$ cat src/rtl/pcm_csr_pkg.sv
`timescale 1ns/1ps
package pcm_csr_pkg;
  localparam int NCH      = 3;
  localparam int DW       = 32;
  localparam int PAGE_W   = 4;
  localparam int CH_W     = 2;

  localparam logic [7:0] OFS_CTRL  = 8'h00;
  localparam logic [7:0] OFS_STAT  = 8'h04;
  localparam logic [7:0] OFS_PAGE  = 8'h0C;
  localparam logic [7:0] OFS_CODEC = 8'h10;
  localparam logic [7:0] OFS_SCTL  = 8'h20;
  localparam logic [7:0] OFS_SCNT0 = 8'h24;
  localparam logic [7:0] WIN_LO    = 8'h30;
  localparam logic [7:0] WIN_HI    = 8'h3F;

  // pages that carry frame registers
  localparam logic [3:0] FRM_PAGE_A = 4'hC;  // channels 0 and 1
  localparam logic [3:0] FRM_PAGE_B = 4'hD;  // channel 2, upper half phantom

  localparam logic [31:0] CTRL_RST   = 32'h0000_0001;
  localparam logic [31:0] STAT_FIXED = 32'h0000_0060;
  localparam int          SUM_BIT    = 31;
  localparam int          EN_BASE    = 8;

  typedef enum logic [3:0] {
    SEL_NONE, SEL_CTRL, SEL_STAT, SEL_PAGE, SEL_CODEC,
    SEL_SCTL, SEL_SCNT, SEL_FADDR, SEL_FCNT
  } sel_e;

  typedef struct packed {
    sel_e            sel;
    logic [CH_W-1:0] ch;
  } dec_t;
endpackage

$ cat src/rtl/pcm_csr_decode.sv
`timescale 1ns/1ps
module pcm_csr_decode
  import pcm_csr_pkg::*;
#(
  parameter int PW = PAGE_W
) (
  input  logic [7:0]    addr,
  input  logic [PW-1:0] page,
  output dec_t          dec
);
  logic in_win;

  always_comb begin
    in_win = (addr >= WIN_LO) && (addr <= WIN_HI);
    dec    = '{sel: SEL_NONE, ch: '0};
    if (in_win) begin
      if (addr[1:0] == 2'b00) begin
        if (page == PW'(FRM_PAGE_A)) begin
          dec.ch  = {1'b0, addr[3]};
          dec.sel = addr[2] ? SEL_FCNT : SEL_FADDR;
        end else if (page == PW'(FRM_PAGE_B) && !addr[3]) begin
          dec.ch  = CH_W'(2);
          dec.sel = addr[2] ? SEL_FCNT : SEL_FADDR;
        end
      end
    end else begin
      case (addr)
        OFS_CTRL:  dec.sel = SEL_CTRL;
        OFS_STAT:  dec.sel = SEL_STAT;
        OFS_PAGE:  dec.sel = SEL_PAGE;
        OFS_CODEC: dec.sel = SEL_CODEC;
        OFS_SCTL:  dec.sel = SEL_SCTL;
        OFS_SCNT0: begin dec.sel = SEL_SCNT; dec.ch = CH_W'(0); end
        OFS_SCNT0 + 8'h04: begin dec.sel = SEL_SCNT; dec.ch = CH_W'(1); end
        OFS_SCNT0 + 8'h08: begin dec.sel = SEL_SCNT; dec.ch = CH_W'(2); end
        default:   dec.sel = SEL_NONE;
      endcase
    end
  end
endmodule

$ cat src/rtl/pcm_chan_regs.sv
`timescale 1ns/1ps
module pcm_chan_regs #(
  parameter int W = 32
) (
  input  logic         clk,
  input  logic         rst_n,
  input  logic         wr_scnt,
  input  logic         wr_faddr,
  input  logic         wr_fcnt,
  input  logic [W-1:0] wdata,
  output logic [W-1:0] scnt_o,
  output logic [W-1:0] faddr_o,
  output logic [W-1:0] fcnt_o,
  output logic         lo_clr_o
);
  localparam int HW = W / 2;

  logic [W-1:0] scnt_q, scnt_d, faddr_q, faddr_d, fcnt_q, fcnt_d;
  logic         lo_clr_q, lo_clr_d;

  always_comb begin
    scnt_d   = wr_scnt  ? {wdata[HW-1:0], wdata[HW-1:0]} : scnt_q;
    faddr_d  = wr_faddr ? wdata : faddr_q;
    fcnt_d   = wr_fcnt  ? wdata : fcnt_q;
    lo_clr_d = wr_fcnt;
  end

  always_ff @(posedge clk or negedge rst_n) begin
    if (!rst_n) begin
      scnt_q   <= '0;
      faddr_q  <= '0;
      fcnt_q   <= '0;
      lo_clr_q <= 1'b0;
    end else begin
      scnt_q   <= scnt_d;
      faddr_q  <= faddr_d;
      fcnt_q   <= fcnt_d;
      lo_clr_q <= lo_clr_d;
    end
  end

  assign scnt_o   = scnt_q;
  assign faddr_o  = faddr_q;
  assign fcnt_o   = fcnt_q;
  assign lo_clr_o = lo_clr_q;
endmodule

$ cat src/rtl/pcm_irq_agg.sv
`timescale 1ns/1ps
module pcm_irq_agg #(
  parameter int N = 3
) (
  input  logic         clk,
  input  logic         rst_n,
  input  logic [N-1:0] en_q,
  input  logic         en_wr,
  input  logic [N-1:0] en_new,
  input  logic [N-1:0] set_i,
  output logic [N-1:0] pend_o,
  output logic         irq_o
);
  logic [N-1:0] pend_q, pend_d, drop;

  always_comb begin
    drop   = en_wr ? (en_q & ~en_new) : '0;
    pend_d = (pend_q | (set_i & en_q)) & ~drop;
  end

  always_ff @(posedge clk or negedge rst_n) begin
    if (!rst_n) pend_q <= '0;
    else        pend_q <= pend_d;
  end

  assign pend_o = pend_q;
  assign irq_o  = |pend_q;
endmodule

$ cat src/rtl/pcm_csr_block.sv
`timescale 1ns/1ps
module pcm_csr_block
  import pcm_csr_pkg::*;
#(
  parameter int N  = NCH,
  parameter int W  = DW,
  parameter int PW = PAGE_W
) (
  input  logic           clk,
  input  logic           rst_n,
  input  logic           acc_valid,
  input  logic           acc_write,
  input  logic [7:0]     acc_addr,
  input  logic [W-1:0]   acc_wdata,
  output logic [W-1:0]   rdata_o,
  input  logic [N-1:0]   evt_set_i,
  output logic           irq_o,
  output logic [W-1:0]   ctrl_o,
  output logic [W-1:0]   sctl_o,
  output logic [N*W-1:0] scnt_o,
  output logic [N*W-1:0] faddr_o,
  output logic [N*W-1:0] fcnt_o,
  output logic [N-1:0]   lo_clr_o
);
  logic [W-1:0]  ctrl_q, ctrl_d, sctl_q, sctl_d, rdata_q, rdata_d, rd_mux, stat_w;
  logic [PW-1:0] page_q, page_d;
  logic          wr_en, rd_en, ctrl_we, sctl_we, page_we;
  logic [N-1:0]  scnt_we, faddr_we, fcnt_we, en_q, en_new, pend;
  logic [W-1:0]  scnt_a [N];
  logic [W-1:0]  faddr_a[N];
  logic [W-1:0]  fcnt_a [N];
  dec_t          dec;

  pcm_csr_decode #(.PW(PW)) u_dec (.addr(acc_addr), .page(page_q), .dec(dec));

  assign wr_en   = acc_valid &  acc_write;
  assign rd_en   = acc_valid & ~acc_write;
  assign ctrl_we = wr_en && dec.sel == SEL_CTRL;
  assign sctl_we = wr_en && dec.sel == SEL_SCTL;
  assign page_we = wr_en && dec.sel == SEL_PAGE;

  for (genvar c = 0; c < N; c++) begin : g_ch
    assign scnt_we[c]  = wr_en && dec.sel == SEL_SCNT  && dec.ch == CH_W'(c);
    assign faddr_we[c] = wr_en && dec.sel == SEL_FADDR && dec.ch == CH_W'(c);
    assign fcnt_we[c]  = wr_en && dec.sel == SEL_FCNT  && dec.ch == CH_W'(c);
    assign en_q[c]     = sctl_q[EN_BASE+c];
    assign en_new[c]   = acc_wdata[EN_BASE+c];

    pcm_chan_regs #(.W(W)) u_regs (
      .clk(clk), .rst_n(rst_n),
      .wr_scnt(scnt_we[c]), .wr_faddr(faddr_we[c]), .wr_fcnt(fcnt_we[c]),
      .wdata(acc_wdata),
      .scnt_o(scnt_a[c]), .faddr_o(faddr_a[c]), .fcnt_o(fcnt_a[c]),
      .lo_clr_o(lo_clr_o[c])
    );
    assign scnt_o [c*W +: W] = scnt_a[c];
    assign faddr_o[c*W +: W] = faddr_a[c];
    assign fcnt_o [c*W +: W] = fcnt_a[c];
  end

  pcm_irq_agg #(.N(N)) u_irq (
    .clk(clk), .rst_n(rst_n), .en_q(en_q), .en_wr(sctl_we), .en_new(en_new),
    .set_i(evt_set_i), .pend_o(pend), .irq_o(irq_o)
  );

  // status word: channel c pending sits at bit N-1-c, summary at the top
  always_comb begin
    stat_w = W'(STAT_FIXED);
    for (int c = 0; c < N; c++) stat_w[N-1-c] = pend[c];
    stat_w[SUM_BIT] = |pend;
  end

  always_comb begin
    rd_mux = '1;
    case (dec.sel)
      SEL_CTRL:  rd_mux = ctrl_q;
      SEL_STAT:  rd_mux = stat_w;
      SEL_PAGE:  rd_mux = W'(page_q);
      SEL_CODEC: rd_mux = '0;
      SEL_SCTL:  rd_mux = sctl_q;
      SEL_SCNT:  for (int c = 0; c < N; c++) if (dec.ch == CH_W'(c)) rd_mux = scnt_a[c];
      SEL_FADDR: for (int c = 0; c < N; c++) if (dec.ch == CH_W'(c)) rd_mux = faddr_a[c];
      SEL_FCNT:  for (int c = 0; c < N; c++) if (dec.ch == CH_W'(c)) rd_mux = fcnt_a[c];
      default:   rd_mux = '1;
    endcase
  end

  always_comb begin
    ctrl_d  = ctrl_we ? acc_wdata : ctrl_q;
    sctl_d  = sctl_we ? acc_wdata : sctl_q;
    page_d  = page_we ? acc_wdata[PW-1:0] : page_q;
    rdata_d = rd_en ? rd_mux : rdata_q;
  end

  always_ff @(posedge clk or negedge rst_n) begin
    if (!rst_n) begin
      ctrl_q  <= W'(CTRL_RST);
      sctl_q  <= '0;
      page_q  <= '0;
      rdata_q <= '0;
    end else begin
      ctrl_q  <= ctrl_d;
      sctl_q  <= sctl_d;
      page_q  <= page_d;
      rdata_q <= rdata_d;
    end
  end

  assign rdata_o = rdata_q;
  assign ctrl_o  = ctrl_q;
  assign sctl_o  = sctl_q;
endmodule

$ cat config.mk
export PLATFORM = sky130hd
export DESIGN_NAME = pcm_csr_block
export DESIGN_NICKNAME = d
export VERILOG_FILES = /design/src/rtl/pcm_csr_pkg.sv /design/src/rtl/pcm_csr_decode.sv /design/src/rtl/pcm_chan_regs.sv /design/src/rtl/pcm_irq_agg.sv /design/src/rtl/pcm_csr_block.sv
export SDC_FILE = /design/constraint.sdc
export NUM_CORES = 1
export LEC_CHECK = 0
export BUFFER_PORTS_ARGS = -buffer_cell sky130_fd_sc_hd__clkbuf_2
export CAP_MARGIN = 10
export CORE_MARGIN = 4
export CORE_UTILIZATION = 48
export DETAILED_ROUTE_END_ITERATION = 10
export GPL_TIMING_DRIVEN = 0
export PLACE_DENSITY = 0.79
export SYNTH_ARGS = -nofsm -noshare
export SYNTH_HDL_FRONTEND = slang
export SYNTH_SLANG_ARGS = --single-unit
$ cat constraint.sdc
create_clock -name clk -period 2.3 [get_ports clk]
set_input_delay 0 -clock clk [delete_from_list [all_inputs] [get_ports clk]]
set_output_delay 0 -clock clk [all_outputs]
set_load 0.005 [all_outputs]
==> After elaboration in Yosys (flattened, before gate mapping) <==
Cells that the tools add are included.
{ "classes": {"magnitude_cmp": 2, "n_addsub": 0, "n_eq_ne": 19, "n_bitwise": 9, "n_mux": 18, "reduce_logical": 23, "multipliers": 0, "div": 0, "shift": 0} }
{ "op_table": {"columns": ["op", "n"], "rows": [
  ["two-way mux 32 bit", 9],
  ["one-hot mux 32 bit (8 select lines)", 1],
  ["== test 8 x 6 -> 1 bit (second input constant)", 4],
  ["two-way mux 6 bit", 4],
  ["one-hot mux 3 bit (6 select lines)", 1],
  ["logical AND 1 bit", 17],
  ["== test 4 x 3 -> 1 bit (second input constant)", 4],
  ["== test 4 bit (second input constant)", 3],
  ["AND 3 bit", 3],
  ["== test 4 x 2 -> 1 bit (second input constant)", 2],
  ["== test 8 x 3 -> 1 bit (second input constant)", 1],
  ["== test 8 x 4 -> 1 bit (second input constant)", 1],
  ["== test 8 x 5 -> 1 bit (second input constant)", 1],
  [">= comparator 8 x 6 -> 1 bit (second input constant)", 1],
  ["<= comparator 8 x 6 -> 1 bit (second input constant)", 1],
  ["logical NOT 8 bit", 1],
  ["inverter 3 bit", 2],
  ["OR reduction 3 bit", 2],
  ["== test 4 x 1 -> 1 bit (second input constant)", 1],
  ["logical NOT 2 bit", 2],
  ["two-way mux 4 bit", 1],
  ["one-hot mux 2 bit (2 select lines)", 1],
  ["two-way mux 3 bit", 1],
  ["OR 3 bit", 1],
  ["other kinds (5)", 6]
]} }
{ "word_totals": {"mem_bits_ro": 0, "latchBits": 0, "register_bits": 394, "mem_count": 0, "in_bits": 47, "ram_bits": 0, "wordCells": 88, "out_inout_bits": 388} }

==> Logic depth before layout (Yosys ltp) <==
Gate-level depths: netlist of the first run.
{ "depth": {"word_depth": 11, "depth_mapped": 11, "ltp_nobuf": 6} }

==> Cells and area by module <==
A second synthesis of the first run with hierarchy kept.
{ "hier_totals": {"hier_cells": 1221, "hier_area_um2": 17614.4} }
{ "by_module_without_submodules": {"columns": ["mod", "seq_area_each_um2", "n_inst", "area_per_inst_um2", "cells_each"], "rows": [
  ["pcm_chan_regs", 2026.9, 3, 3484.6, 187],
  ["pcm_csr_block", 2503.7, 1, 6855.3, 619],
  ["pcm_csr_decode", 0.0, 1, 178.9, 28],
  ["pcm_irq_agg", 75.1, 1, 126.4, 13]
]} }

==> Worst setup path after synthesis of the first run <==
No wires, ideal clock.
{ "synth_timing": {"kind": "register to register", "startpoint": "register page_q[1]", "endpoint": "register rdata_q[16] (netlist: rdata_o[16])", "path_stages_with_launch": 10, "setup_slack_ps": 68, "path_buffers": 3, "synth_period_minus_slack_ps": 2232, "required_time_ps": 2174, "setup_time_ps": 126, "t_arrival_ps": 2106, "cell_sequence": "dfrtp_1 -> and4b_1 -> buf_2 -> nand2_2 -> or4_1 -> clkbuf_2 -> buf_2 -> o211ai_1 -> a22oi_1 -> o32a_1"} }
{ "synth_via": {"elab_chain_cells": 11, "elab_cells_between_ends": 28, "cone_classes": "eq/ne: 12; mux: 14; reduce/logical: 2"} }
{ "synth_rtl": {"columns": ["item", "line_no", "text"], "rows": [
  ["start, declared", "pcm_csr_block.sv:26", "logic [PW-1:0] page_q, page_d;"],
  ["start signal, assigned", "pcm_csr_block.sv:104", "page_q <= page_d;"],
  ["== test 4 bit", "pcm_csr_decode.sv:21", "end else if (page == PW'(FRM_PAGE_B) && !addr[3]) begin"],
  ["logical AND 1 bit", "pcm_csr_decode.sv:21", null],
  ["two-way mux 6 bit", "pcm_csr_decode.sv:21", null],
  ["two-way mux 6 bit *", "pcm_csr_decode.sv:18", "if (page == PW'(FRM_PAGE_A)) begin"],
  ["two-way mux 6 bit *", "pcm_csr_decode.sv:17", "if (addr[1:0] == 2'b00) begin"],
  ["two-way mux 6 bit *", "pcm_csr_decode.sv:16", "if (in_win) begin"],
  ["logical NOT 2 bit", "pcm_csr_block.sv:81, pcm_csr_block.sv:82, pcm_csr_block.sv:83", null],
  ["two-way mux 32 bit, on equally long branches (3 in a row)", "pcm_csr_block.sv:83, pcm_csr_block.sv:81, pcm_csr_block.sv:82", null],
  ["one-hot mux 32 bit (8 select lines) *", "pcm_csr_block.sv:75", "case (dec.sel)"],
  ["end signal, assigned", "pcm_csr_block.sv:105", "rdata_q <= rdata_d;"],
  ["end, declared", "pcm_csr_block.sv:25", "logic [W-1:0] ctrl_q, ctrl_d, sctl_q, sctl_d, rdata_q, rdata_d, rd_mux, stat_w;"]
]} }
Every way passes the cells marked *; elsewhere a longest branch is shown, timed or not.
A chain may end at the register's enable or synchronous reset.

==> Worst setup path in the final report of the first run <==
{ "layout_timing": {"startpoint": "register page_q[3]", "endpoint": "register rdata_q[23] (netlist: rdata_o[23])"} }
Same word-level chain as after synthesis.

==> insert_results.sql, run 1 <==
INSERT INTO impl_metrics (metric_group, metric, value, unit) VALUES
('synthesis', 'ys_seq_area_frac', '0.541', ''),
('cts', 'clock_tree_root', 'clkbuf_16', ''),
('setup_path', 'end_kind', 'flip-flop', ''),
('synthesis', 'netlist_area', '16000', 'um^2'),
('global_route', 'number_of_global_route_vias_before_repair', '14900', ''),
('route', 'detail-route-antenna-nets', '0', ''),
('synthesis', 'yosys_warnings', '0', ''),
('route', 'routedWlPerCell', '31.4', 'um'),
('sta', 'maxSlewViolCount', '0', ''),
('global_route', 'grt_start_max_net_pins', '117', ''),
('synthesis', 'syn_nets', '1358', ''),
('setup_path', 'timing_worst_setup_path_type', 'flip-flop to flip-flop', ''),
('route', 'finalWirelength', '74600', 'um'),
('sta', 'timing.final.crit_period', '2460', 'ps'),
('cts', 'tritoncts.num_buffers', '38', ''),
('floorplanning', 'die_h', '191', 'um'),
('cts', 'worstSkewPairLatency', '530', 'ps'),
('setup_path', 'r2r.worst_path.cells', '11', ''),
('placed_design', 'dpl.hpwl', '50100', 'um'),
('global_route', 'grt.total_usage', '0.379', ''),
('synthesis', 'synth_cell_type_count', '67', ''),
('sta', 'clock_skew', '22.4', 'ps'),
('route', 'wl_on_met1', '26200', 'um'),
('pwr', 'power_density', '585', 'nW/um^2'),
('setup_path', 'r2r_start', 'page_q[3]$_DFFE_PN0P_', ''),
('synthesis', 'ys_seq_elements', '346', ''),
('route', 'top_signal_layer_used', 'met5', ''),
('global_route', 'first_pass_grt_wire_length', '101000', 'um'),
('route', 'detailedRoute.firstPassIterationCount', '6', ''),
('floorplanning', 'floorplan.die_area', '36400', 'um^2'),
('status', 'violations', 'negative setup slack', ''),
('sta', 'hold_viol_final', '0', ''),
('cts', 'cts_sinks', '346', ''),
('route', 'drt-vias-per-instance', '6.37', ''),
('setup_path', 'crit_arrival', '2870', 'ps'),
('finish', 'fillCellCount', '2337', ''),
('finish', 'nets', '1948', ''),
('worst_hold_path', 'worst_hold_path_type', 'input port to asynchronous set/reset pin', ''),
('finish', 'final_util', '0.692', ''),
('setup_path', 'r2r_setup_slack', '-160', 'ps'),
('cts', 'clkTransAtPathRegs', '60', 'ps'),
('sta', 'unrepaired_setup_endpoints_after_global_routing', 'yes', ''),
('pwr', 'vdd.ir_drop.worst', '552', 'uV'),
('sta', 'timing.fmax', '0.406', 'GHz'),
('route', 'detail_route.drc_violations', '0', ''),
('sta', 'final.period_utilization', '1.07', ''),
('synthesis', 'synth-main-ff-cell', 'dfrtp_1', ''),
('setup_path', 'critical_path.reg2reg.endpoint', 'rdata_o[23]$_DFFE_PN0P_', ''),
('floorplanning', 'floorplan.die.width', '191', 'um'),
('setup_path', 'cp.required', '2710', 'ps'),
('sta', 'fin_ws', '-161', 'ps'),
('route', 'drt_first_iter_violations', '1804', ''),
('placed_design', 'buffer_ports.inserted', '433', ''),
('placed_design', 'globalplace.congestion', '0.939', ''),
('pwr', 'p_leak', '11.1', 'nW'),
('route', 'detailroute.wirelength.met3', '9170', 'um'),
('floorplanning', 'pin_count', '435', ''),
('pwr', 'power', '0.0132', 'W'),
('finish', 'mostFrequentLayoutCells', 'clkbuf_2 (439), dfrtp_1 (345), mux2_2 (246), buf_4 (112), nand2_1 (105)', ''),
('floorplanning', 'core.rowCount', '66', ''),
('global_route', 'grt_antenna_before_repair', '6', ''),
('cts', 'clk_path_buf_depth', '3', ''),
('floorplanning', 'core_area', '32700', 'um^2'),
('synthesis', 'async_reset_ff_frac', '1.00', ''),
('sta', 'setup_violations', '160', ''),
('setup_path', 'critical_path.startpoint_type', 'flip-flop', ''),
('sta', 'slew_headroom', '0.315', ''),
('sta', 'worst_slew_pin_slew', '1030', 'ps'),
('finish', 'synthToLayoutAreaGrowth', '41.2', '%'),
('job', 'max_cap_viol_count', '0', ''),
('cts', 'cts_htree_levels', '2', ''),
('route', 'via_count', '15100', ''),
('setup_path', 'critical_path.max_fanout', '5', ''),
('cts', 'tritoncts', 'yes', ''),
('sta', 'worst_hold_slack', '38.8', 'ps'),
('finish', 'mostFrequentLayoutCell', 'clkbuf_2', ''),
('synthesis', 'synth-edff-count', '0', ''),
('finish', 'layout-drive-gt1-share', '0.561', ''),
('synthesis', 'syn_inst', '1311', ''),
('global_route', 'globalRoute.totalOverflow', '0', ''),
('synthesis', 'avgSynthCellArea', '12.2', 'um^2'),
('floorplanning', 'starting_density', '0.490', ''),
('route', 'met2_wirelength', '34100', 'um'),
('status', 'result_of_the_run', 'finished, violations left', '');
-- report_power, final --
part           total, W  switching (W)  internal, W
Sequential      0.00630       0.000119      0.00618
Combinational  0.000799       0.000495     0.000304
Clock           0.00613        0.00255      0.00358
Total            0.0132        0.00316       0.0101
-- area by class of cell --
type / count / area, um^2 / share of cell area
buffer: 150 / 1420 / 0.0629
sequential: 346 / 8660 / 0.383
tap: 442 / 553 / 0.0244
clock buffer: 56 / 1150 / 0.0508
clock inverter: 11 / 92.6 / 0.00409
inverter: 7 / 26.3 / 0.00116
antenna: 2 / 5.00 / 0.000221
timing repair buffer: 554 / 3550 / 0.157
multi-input combinational: 804 / 7160 / 0.317
-- cell usage after synthesis, types with 6 or more instances --
| library cell | count | share of area |
|---|---|---|
| a31o_2 | 9 | 0.0049 |
| a22oi_1 | 30 | 0.014 |
| buf_4 | 63 | 0.030 |
| a221oi_1 | 9 | 0.0049 |
| clkbuf_1 | 45 | 0.011 |
| nor2_1 | 21 | 0.0049 |
| nand2_1 | 107 | 0.025 |
| o21ai_0 | 94 | 0.029 |
| nand2b_1 | 7 | 0.0027 |
| a211oi_1 | 7 | 0.0033 |
| o211ai_1 | 12 | 0.0056 |
| buf_2 | 43 | 0.013 |
| inv_1 | 7 | 0.0016 |
| o31ai_1 | 11 | 0.0052 |
| o32a_1 | 22 | 0.014 |
| o22ai_1 | 6 | 0.0023 |
| mux2_1 | 15 | 0.011 |
| or3_1 | 6 | 0.0023 |
| a21oi_1 | 19 | 0.0059 |
| o221ai_1 | 15 | 0.0082 |
| dfrtp_1 | 345 | 0.54 |
| a31oi_1 | 29 | 0.011 |
| nand3_1 | 15 | 0.0047 |
| mux2_2 | 272 | 0.19 |
-- registers in the layout, indices dropped and copies added, names as in the netlist --
name                  flops
page_q                    4
g_ch.u_regs.fcnt_o       96
sctl_o                   32
g_ch.u_regs.scnt_o       48
rdata_o                  32
g_ch.u_regs.lo_clr_o      3
ctrl_o                   32
g_ch.u_regs.faddr_o      96
u_irq.pend_o              3
-- through the flow --
step,setup WS (ps),instance area (um^2),setup TNS (ps),std cells
after floorplan,67.7,16000,0,1311
after global placement,-6160,18700,-2312090,2186
after detailed placement,-1160,18800,-198580,2189
after CTS,-85.3,21600,-2050,2326
after global routing,-186,22600,-13800,2372
final,-161,22600,-11510,2372
-- layer usage --
layer  vias to the layer above  track usage
met1                      7539        0.465
li1                       6007            -
met2                      1200        0.604
met5                         -            0
met4                         8        0.202
met3                       351        0.118
-- logic make-up after synthesis --
kind of cell	Yosys count	synth area share
DFF	346	0.541
buffers and inverters	161	0.0564
AOI/OAI and AO/OA	306	0.133
and+or+nand+nor	206	0.0652
muxes	292	0.205
-- worst max-delay path by stage --
stage | from | endpoint | slack, ps | cells past startpoint
2_1_floorplan | page_q[1]$_DFFE_PN0P_ | rdata_o[16]$_DFFE_PN0P_ | 70 | 9
5_1_grt | page_q[3]$_DFFE_PN0P_ | g_ch[0].u_regs.fcnt_o[4]$_DFFE_PN0P_ | -190 | 9
3_5_place_dp | acc_addr[0] | ctrl_o[28]$_DFFE_PN0P_ | -1160 | 8
4_1_cts | page_q[3]$_DFFE_PN0P_ | rdata_o[0]$_DFFE_PN0P_ | -90 | 9
6_report | page_q[3]$_DFFE_PN0P_ | rdata_o[23]$_DFFE_PN0P_ | -160 | 11
3_3_place_gp | rst_n | g_ch[0].u_regs.faddr_o[25]$_DFFE_PN0P_ | -6160 | 1
-- critical path: stages, from the launching register on --
cell and delay [ps]:
dfrtp_1 410, and4b_1 200, buf_6 140, a41oi_4 320, buf_6 160, nor2_4 50, buf_12 130, nor2_4 250
buf_6 160, a22oi_2 60, buf_6 160, o32a_1 310
-- what timing repair did --
item | CTS | global route
cloned | 3 | 9
hold buffers | 36 | 0
endpoints found under the setup margin | 299 | 219
endpoints found under the hold margin | 315 | 0
resized for setup | 214 | 151
pin swaps | 28 | 38
buffers inserted | 32 | 41
Power figures use the tool's default switching activity.
==> inputs of run 2 (changes only) <==
Settings changed: SETUP_SLACK_MARGIN set to 0.1.
==> run 2 against run 1 <==
Compared with the run above: the run still ends with negative setup slack left; setup slack improved by 20 ps; non-clock buffer count rose by 26; sequential share of layout area fell by 1.4 points; sequential cell count did not move; global-route usage rose by 1.1 points; via count rose by 2.2%; cell area rose by 3.7%; critical path depth did not move; combinational power rose by 3%; maximum frequency rose by 0.82%; routed wire length rose by 2.8%; clock skew fell by 10 ps.
==> insert_results.sql, run 2 (synthesis gave the netlist of run 1 again) <==
INSERT INTO impl_metrics (metric_group, metric, value, unit) VALUES
('status', 'result_of_the_run', 'finished, violations left', ''),
('status', 'violations', 'negative setup slack', ''),
('placed_design', 'dpl.hpwl', '50000', 'um'),
('pwr', 'p_leak', '11.5', 'nW'),
('setup_path', 'critPathMaxStageDelay', '400', 'ps'),
('setup_path', 'critical_path.startpoint_type', 'flip-flop', ''),
('placed_design', 'postPlaceCellArea', '18800', 'um^2'),
('finish', 'nets', '1974', ''),
('route', 'drt_first_iter_violations', '1835', ''),
('floorplanning', 'floorplan.die_area', '36400', 'um^2'),
('setup_path', 'worst_path_most_repeated_cell', 'buf_6', ''),
('cts', 'clock_tree_root', 'clkbuf_16', ''),
('pwr', 'power_density', '573', 'nW/um^2'),
('sta', 'unrepaired_setup_endpoints_after_global_routing', 'yes', ''),
('cts', 'tritoncts', 'yes', ''),
('route', 'finalWirelength', '76600', 'um'),
('setup_path', 'timing_worst_setup_path_type', 'flip-flop to flip-flop', ''),
('sta', 'final.period_utilization', '1.06', ''),
('sta', 'maxSlewViolCount', '0', ''),
('finish', 'layout.cells.non_filler', '2400', ''),
('setup_path', 'r2r.worst_path.cells', '11', ''),
('sta', 'worst_hold_slack', '0.467', 'ps'),
('setup_path', 'crit_arrival', '2840', 'ps'),
('finish', 'synthToLayoutAreaGrowth', '46.5', '%'),
('sta', 'hold_viol_final', '0', ''),
('setup_path', 'critical_path.max_fanout', '5', ''),
('setup_path', 'worstSetupPathDepth', '11', ''),
('setup_path', 'combined_buffer_and_inverter_count_along_the_critical_path', '5', ''),
('pwr', 'vdd.ir_drop.worst', '565', 'uV'),
('sta', 'finalSetupTns', '-8680', 'ps'),
('route', 'drt-vias-per-instance', '6.43', ''),
('setup_path', 'r2r_setup_slack', '-140', 'ps'),
('global_route', 'globalRoute.totalOverflow', '0', ''),
('floorplanning', 'core.rowCount', '66', ''),
('setup_path', 'cp.required', '2700', 'ps'),
('cts', 'cts_sinks', '346', ''),
('setup_path', 'r2r_start', 'page_q[3]$_DFFE_PN0P_', ''),
('sta', 'timing.final.crit_period', '2440', 'ps'),
('cts', 'clkTransAtPathRegs', '70', 'ps'),
('setup_path', 'critical_path.reg2reg.endpoint', 'rdata_o[31]$_DFFE_PN0P_', ''),
('global_route', 'grt_start_max_net_pins', '101', ''),
('setup_path', 'critical_path.slowest_cell', 'dfrtp_1', ''),
('floorplanning', 'core_area', '32700', 'um^2'),
('sta', 'timing.fmax', '0.410', 'GHz'),
('floorplanning', 'starting_density', '0.490', ''),
('job', 'max_cap_viol_count', '0', ''),
('finish', 'layout.cell_area.non_filler', '23500', 'um^2'),
('route', 'detailedRoute.firstPassIterationCount', '10', ''),
('setup_path', 'critical_path_cell_sequence', 'and4b_1, buf_6, a41oi_4, buf_12, a2bb2oi_4, buf_12, buf_6, buf_6, a211o_1, nand2_1, o32a_1', ''),
('cts', 'cts_htree_levels', '2', ''),
('sta', 'setup_violations', '153', ''),
('finish', 'mostFrequentLayoutCells', 'clkbuf_2 (439), dfrtp_1 (344), mux2_2 (205), buf_4 (107), nand2_1 (102)', ''),
('worst_hold_path', 'worst_hold_path_type', 'input port to asynchronous set/reset pin', ''),
('global_route', 'grt.total_usage', '0.390', ''),
('global_route', 'grt_antenna_before_repair', '7', ''),
('sta', 'clock_skew', '12.2', 'ps'),
('floorplanning', 'pin_count', '435', ''),
('global_route', 'number_of_global_route_vias_before_repair', '15000', ''),
('global_route', 'first_pass_grt_wire_length', '103000', 'um'),
('route', 'detail_route.drc_violations', '0', ''),
('route', 'via_count', '15400', ''),
('finish', 'mostFrequentLayoutCell', 'clkbuf_2', ''),
('route', 'detail-route-antenna-nets', '0', ''),
('setup_path', 'path_delay_family', 'compound AO/OA/AOI/OAI gates', ''),
('route', 'routedWlPerCell', '31.9', 'um'),
('finish', 'fillCellCount', '2226', ''),
('floorplanning', 'floorplan.die.width', '191', 'um'),
('placed_design', 'globalplace.congestion', '0.944', ''),
('setup_path', 'end_kind', 'flip-flop', ''),
('sta', 'slew_headroom', '0.319', ''),
('floorplanning', 'die_h', '191', 'um'),
('sta', 'fin_ws', '-141', 'ps'),
('placed_design', 'buffer_ports.inserted', '433', ''),
('sta', 'worst_slew_pin_slew', '1020', 'ps'),
('finish', 'layout-drive-gt1-share', '0.579', ''),
('cts', 'clk_path_buf_depth', '3', ''),
('placed_design', 'placedCellCount', '2190', ''),
('cts', 'worstSkewPairLatency', '520', 'ps'),
('cts', 'tritoncts.num_buffers', '38', '');
-- run 2: changes by cell type in the layout (fill, tap and decap cells not counted), moves of 6 or more --
cell,change
mux2_4,+53
buf_12,+10
mux2_1,-12
buf_6,+8
buf_8,+6
mux2_2,-41
-- run 2: through the flow --
stage           util  total power, W  worst slack (ps)
2_1_floorplan      -         0.00659              84.3
3_3_place_gp   0.573         0.00704             -6180
3_5_place_dp   0.576         0.00707             -1250
4_1_cts        0.681          0.0134             -92.0
5_1_grt        0.718          0.0138              -140
6_report       0.718          0.0134              -141
-- run 2: repair_timing --
| item | in CTS | in global routing |
|---|---|---|
| setup endpoints to repair | 321 | 247 |
| pin swaps | 42 | 42 |
| hold buffers | 37 | 0 |
| gates cloned | 9 | 8 |
| hold endpoints to repair | 424 | 0 |
| setup buffers | 51 | 39 |
| gates resized for setup | 260 | 196 |
-- run 2: worst max path at each step --
stage,start,end,slack (ps)
6_report,page_q[3]$_DFFE_PN0P_,rdata_o[31]$_DFFE_PN0P_,-140
3_3_place_gp,rst_n,g_ch[0].u_regs.faddr_o[21]$_DFFE_PN0P_,-6180
3_5_place_dp,acc_addr[0],ctrl_o[29]$_DFFE_PN0P_,-1250
4_1_cts,page_q[3]$_DFFE_PN0P_,g_ch[0].u_regs.faddr_o[27]$_DFFE_PN0P_,-90
2_1_floorplan,page_q[3]$_DFFE_PN0P_,g_ch[0].u_regs.faddr_o[10]$_DFFE_PN0P_,80
5_1_grt,page_q[1]$_DFFE_PN0P_,rdata_o[1]$_DFFE_PN0P_,-140
-- run 2: routing by layer --
layer | GRT usage | wire length (um)
met1 | 0.481 | 26900
met2 | 0.617 | 34800
met3 | 0.129 | 9380
met4 | 0.201 | 5500
met5 | 0 | 41
-- run 2: report_power, final --
part | total [W] | switching [W] | internal, W
clock | 0.00632 | 0.00253 | 0.00379
combinational | 0.000819 | 0.000506 | 0.000313
sequential | 0.00630 | 0.000123 | 0.00618
-- run 2: area by class of cell --
| class | count | area [um^2] | share of cell area |
|---|---|---|---|
| antenna | 1 | 2.50 | 0.000107 |
| buffer | 153 | 1460 | 0.0622 |
| clock inverter | 13 | 144 | 0.00613 |
| multi-input combinational | 804 | 7430 | 0.317 |
| timing repair buffer | 577 | 4040 | 0.172 |
| clock buffer | 57 | 1150 | 0.0488 |
| inverter | 7 | 26.3 | 0.00112 |
| tap | 442 | 553 | 0.0236 |
| sequential | 346 | 8660 | 0.369 |
